## src/rtl/wsg_pkg.sv

```systemverilog
package wsg_pkg;
  // Default number of delay stages; one stage per selectable wait state plus the zero-wait stage.
  localparam int unsigned WSG_DEFAULT_STAGES = 8;
endpackage

```

## src/rtl/wsg_shift_chain.sv

```systemverilog
module wsg_shift_chain #(
  parameter int unsigned DEPTH = wsg_pkg::WSG_DEFAULT_STAGES
) (
  input  logic             clk,
  input  logic             rst,
  input  logic             fill,
  output logic [DEPTH-1:0] taps,
  output logic [DEPTH-1:0] taps_next
);
  // Stage i holds 1 once fill has been high for i+1 consecutive edges.
  for (genvar i = 0; i < DEPTH; i++) begin : g_stage
    if (i == 0) begin : g_head
      always_ff @(posedge clk) begin
        if (rst || !fill) taps[i] <= 1'b0;
        else              taps[i] <= 1'b1;
      end
    end else begin : g_body
      always_ff @(posedge clk) begin
        if (rst || !fill) taps[i] <= 1'b0;
        else              taps[i] <= taps[i-1];
      end
    end
  end

  // Contents the chain will hold after the coming edge if fill stays high.
  if (DEPTH > 1) begin : g_next_multi
    assign taps_next = {taps[DEPTH-2:0], 1'b1};
  end else begin : g_next_single
    assign taps_next = 1'b1;
  end

  // the chain is always a thermometer of ones filled from stage 0.
  p_thermometer_r4: assert property (@(posedge clk) disable iff (rst)
    ((taps + DEPTH'(1)) & taps) == '0);

  // a filling chain has its first stage set on the next edge.
  p_head_fill_r4: assert property (@(posedge clk) disable iff (rst)
    fill |=> taps[0]);

  // an idle edge empties the whole chain.
  p_clear_r6: assert property (@(posedge clk) disable iff (rst)
    !fill |=> (taps == '0));
endmodule

```

## src/rtl/wsg_tap_mux.sv

```systemverilog
module wsg_tap_mux #(
  parameter int unsigned DEPTH = wsg_pkg::WSG_DEFAULT_STAGES,
  localparam int unsigned SEL_W = (DEPTH > 1) ? $clog2(DEPTH) : 1
) (
  input  logic [DEPTH-1:0] vec,
  input  logic [SEL_W-1:0] sel,
  output logic             bit_out
);
  // Out-of-range selects (non power-of-two depth) fall back to the last stage.
  always_comb begin
    bit_out = vec[DEPTH-1];
    for (int i = 0; i < DEPTH; i++) begin
      if (sel == SEL_W'(i)) bit_out = vec[i];
    end
  end
endmodule

```

## src/rtl/wsg_ready_gen.sv

```systemverilog
module wsg_ready_gen #(
  parameter int unsigned STAGES = wsg_pkg::WSG_DEFAULT_STAGES,
  localparam int unsigned SEL_W = (STAGES > 1) ? $clog2(STAGES) : 1
) (
  input  logic             clk,
  input  logic             rst,
  input  logic             cyc_active,
  input  logic [SEL_W-1:0] wait_sel,
  output logic             rdy
);
  logic [STAGES-1:0] chain_q;
  logic [STAGES-1:0] chain_d;
  logic              tap_sel;

  wsg_shift_chain #(.DEPTH(STAGES)) i_chain (
    .clk       (clk),
    .rst       (rst),
    .fill      (cyc_active),
    .taps      (chain_q),
    .taps_next (chain_d)
  );

  // Pick from the post-edge view so that ready leaves a register of its own.
  wsg_tap_mux #(.DEPTH(STAGES)) i_mux (
    .vec     (chain_d),
    .sel     (wait_sel),
    .bit_out (tap_sel)
  );

  always_ff @(posedge clk) begin
    if (rst || !cyc_active) rdy <= 1'b0;
    else                    rdy <= tap_sel;
  end

  // reset forces ready low.
  p_reset_low_r1: assert property (@(posedge clk)
    rst |=> !rdy);

  // an idle edge always leaves ready low.
  p_idle_low_r2: assert property (@(posedge clk) disable iff (rst)
    !cyc_active |=> !rdy);

  // zero wait states give ready on the first active edge.
  p_zero_wait_r3: assert property (@(posedge clk) disable iff (rst)
    (cyc_active && wait_sel == '0) |=> rdy);

  // ready never drops mid-cycle under a steady select.
  p_hold_high_r5: assert property (@(posedge clk) disable iff (rst)
    (rdy && cyc_active && $stable(wait_sel)) |=> rdy);

  // ready high implies the chosen stage has filled.
  p_rdy_matches_chain_r4: assert property (@(posedge clk) disable iff (rst)
    (cyc_active && $stable(wait_sel) && rdy) |-> chain_q[wait_sel]);
endmodule

```

## config.mk

```make
export PLATFORM = sky130hd
export DESIGN_NAME = wsg_ready_gen
export DESIGN_NICKNAME = d
export VERILOG_FILES = /design/src/rtl/wsg_pkg.sv /design/src/rtl/wsg_shift_chain.sv /design/src/rtl/wsg_tap_mux.sv /design/src/rtl/wsg_ready_gen.sv
export SDC_FILE = /design/constraint.sdc
export NUM_CORES = 1
export LEC_CHECK = 0
export BUFFER_PORTS_ARGS = -buffer_cell sky130_fd_sc_hd__buf_2
export CORE_AREA = 3 3 40 42
export DETAILED_ROUTE_END_ITERATION = 10
export DIE_AREA = 0 0 43 45
export PLACE_DENSITY_LB_ADDON = 0.1
export SETUP_SLACK_MARGIN = 0.4
export SLEW_MARGIN = 10
export SYNTH_ARGS = -nofsm -noshare
export SYNTH_HDL_FRONTEND = slang
export SYNTH_SLANG_ARGS = --single-unit
```

## constraint.sdc

```tcl
create_clock -name clk -period 1.9 [get_ports clk]
set_input_delay 0.38 -clock clk [delete_from_list [all_inputs] [get_ports clk]]
set_output_delay 0.38 -clock clk [all_outputs]
set_load 0.05 [all_outputs]
```

==> impl_metrics.json <==
{
  "status": "completed",
  "p_int_uw": 252,
  "place_hpwl_um": 341,
  "ys_seq_area_share_pct": 59.3,
  "avgRoutedWirePerCell_um": 9.24,
  "maxCapViolCount": 0,
  "syn_inst": 22,
  "htree_levels": 1,
  "portBuffers": 6,
  "cts_resized": 0,
  "avgSynthCellArea_sq_um": 12.3,
  "area_growth_pct": 26.4,
  "hold_viol": 0,
  "cts_hold_buf": 0,
  "cts_tree": "built",
  "postCtsSetupBuffers": 0,
  "worst_slew_pin_slew_ps": 272,
  "grt_pass1_wl_um": 834,
  "layout_common_cells": "8 x dfxtp_1, 6 x and2_1, 6 x buf_2",
  "p_switching_uw": 62.3,
  "combPwrFrac_pct": 6.0,
  "netlist_area_sq_um": 270,
  "drv_slew": 0,
  "path_cells": "buf_2",
  "ys_ff_latch": 8,
  "crit_required_ps": 1520,
  "worstSetupEndpointType": "output port",
  "r2r-start": "i_chain.taps[2]$_SDFF_PN0_",
  "fin_nets": 39,
  "worst-path-buf-inv": 1,
  "die_h_um": 45,
  "ys_types": 9,
  "clock_power_share_pct": 39.3,
  "p_sw_share_pct": 19.9,
  "die_x_um": 43,
  "hp-class": "primary input to flop",
  "cpPeakStageDelay_ps": 300,
  "clockBufferDepth": 2,
  "place_inst": 43,
  "viasPerCell": 4.15,
  "whs_path_depth": 2,
  "rows": 13,
  "worstPathArrival_ps": 790,
  "crit_slowest_cell": "dfxtp_1",
  "start_util_pct": 21.0,
  "die_area_sq_mm": 0.00194,
  "vdd_drop_max_v": 0.000226,
  "tns_ps": 0,
  "drt_iter0_drc": 3,
  "hold-path-endpoint": "rdy$_SDFF_PN0_",
  "ff2ff_path_depth": 3,
  "root_buffer": "clkbuf_4",
  "powerDensity_mw_per_mm2": 919,
  "fin_util_pct": 26.6,
  "grt_pass1_vias": 204,
  "drive_above_1_share_pct": 29.0,
  "crit_path_start_kind": "flop",
  "clk_latency_ps": 240,
  "p_seq_share_pct": 54.7,
  "detail-route-antenna-nets": 0,
  "clock-sinks": 8,
  "antenna_found_initial": 0,
  "slew-limit-headroom_pct": 81.6,
  "final_common_cell": "dfxtp_1",
  "crit_family": "flip-flops",
  "power_uw": 314,
  "crit_fanout": 1,
  "antenna_cells": 0,
  "ys_warn_count": 0,
  "period_needed_ps": 1170,
  "gp_congestion": 0.705,
  "first_pass_iters": 4,
  "io_pins": 7,
  "leakage_nw": 0.159,
  "min-delay-start": "wait_sel[1]",
  "fillers": 138,
  "r2r_slack_ps": 830,
  "rsz0062_at_grt": "no",
  "grt_usage_pct": 6.53,
  "fin_crit_sh_pct": 61.7,
  "fmax_mhz": 853,
  "grt_max_degree": 9,
  "wl_um": 425,
  "skew_ps": 0.449,
  "instances_no_fill": 46,
  "setup_viol": 0,
  "syn_nets": 28,
  "clk_pin_slew_worst_paths_ps": 50,
  "setup_ws_ps": 728,
  "cts-buffers-inserted": 3,
  "grt-ovfl-total": 0,
  "drc": 0,
  "core-area_sq_mm": 0.00128,
  "post-place-ws_ps": 564,
  "worstReg2RegEnd": "rdy$_SDFF_PN0_",
  "vias": 191,
  "criticalPathCategory": "flop to output port"
}
## worst max path at each step
| stage | from | end | slack [ps] | cells after the start |
|---|---|---|---|---|
| 2_1_floorplan | wait_sel[1] | rdy$_SDFF_PN0_ | 750 | 3 |
| 6_report | rdy$_SDFF_PN0_ | rdy | 730 | 1 |
| 3_3_place_gp | wait_sel[1] | rdy$_SDFF_PN0_ | 610 | 4 |
| 3_5_place_dp | wait_sel[1] | rdy$_SDFF_PN0_ | 560 | 4 |
| 5_1_grt | rdy$_SDFF_PN0_ | rdy | 680 | 1 |
| 4_1_cts | rdy$_SDFF_PN0_ | rdy | 720 | 1 |
## sequential cells by signal, summed over array words and instances, names as in the netlist
signal	cells
rdy	1
i_chain.taps	7
## per-layer routing
metal  share of wire (%)  GRT usage (%)  vias to the layer above
met4                 2.8           7.23                        0
met2                  40           8.38                        9
met3                  10           3.59                        2
met5                   0              0                        -
li1                    -              -                       93
met1                  47           7.09                       87
## power by group through the flow
stage                     clock network (mW)  logic, mW  registers, mW
after floorplan                            0    0.00753          0.178
after global placement                     0     0.0185          0.175
after detailed placement                   0     0.0192          0.175
after CTS                              0.128     0.0192          0.172
after global routing                   0.140     0.0216          0.172
final                                  0.123     0.0189          0.172
## synthesized netlist by cell type
library cell / count / area (sq um)
a311oi_1: 1 / 8.76
and2_1: 6 / 37.5
and2b_1: 1 / 7.51
dfxtp_1: 8 / 160
inv_1: 2 / 7.51
mux2i_1: 1 / 10.0
mux4_1: 1 / 26.3
nor2_1: 1 / 3.75
o41ai_1: 1 / 8.76
## area by class of cell
| type | count | area [sq um] | area share [%] |
|---|---|---|---|
| repair buffers | 6 | 30.0 | 8.79 |
| flip-flops and latches | 8 | 160 | 46.9 |
| clock buffers | 3 | 22.5 | 6.59 |
| well taps | 15 | 18.8 | 5.49 |
| inverters | 2 | 7.51 | 2.20 |
| multi-input cells | 12 | 103 | 30.0 |
## logic make-up after synthesis
group	synth area share (%)
flip-flops	59.3
AND/OR/NAND/NOR	18.1
AO/OA/AOI/OAI	6.48
multiplexers	13.4
buffers and inverters	2.78
## through the flow
stage	area, sq um	hold slack, ps
after detailed placement	319	445
after floorplan	270	421
after CTS	342	366
after global placement	319	449
final	342	371
after global routing	342	378
Power figures use the tool's default switching activity.
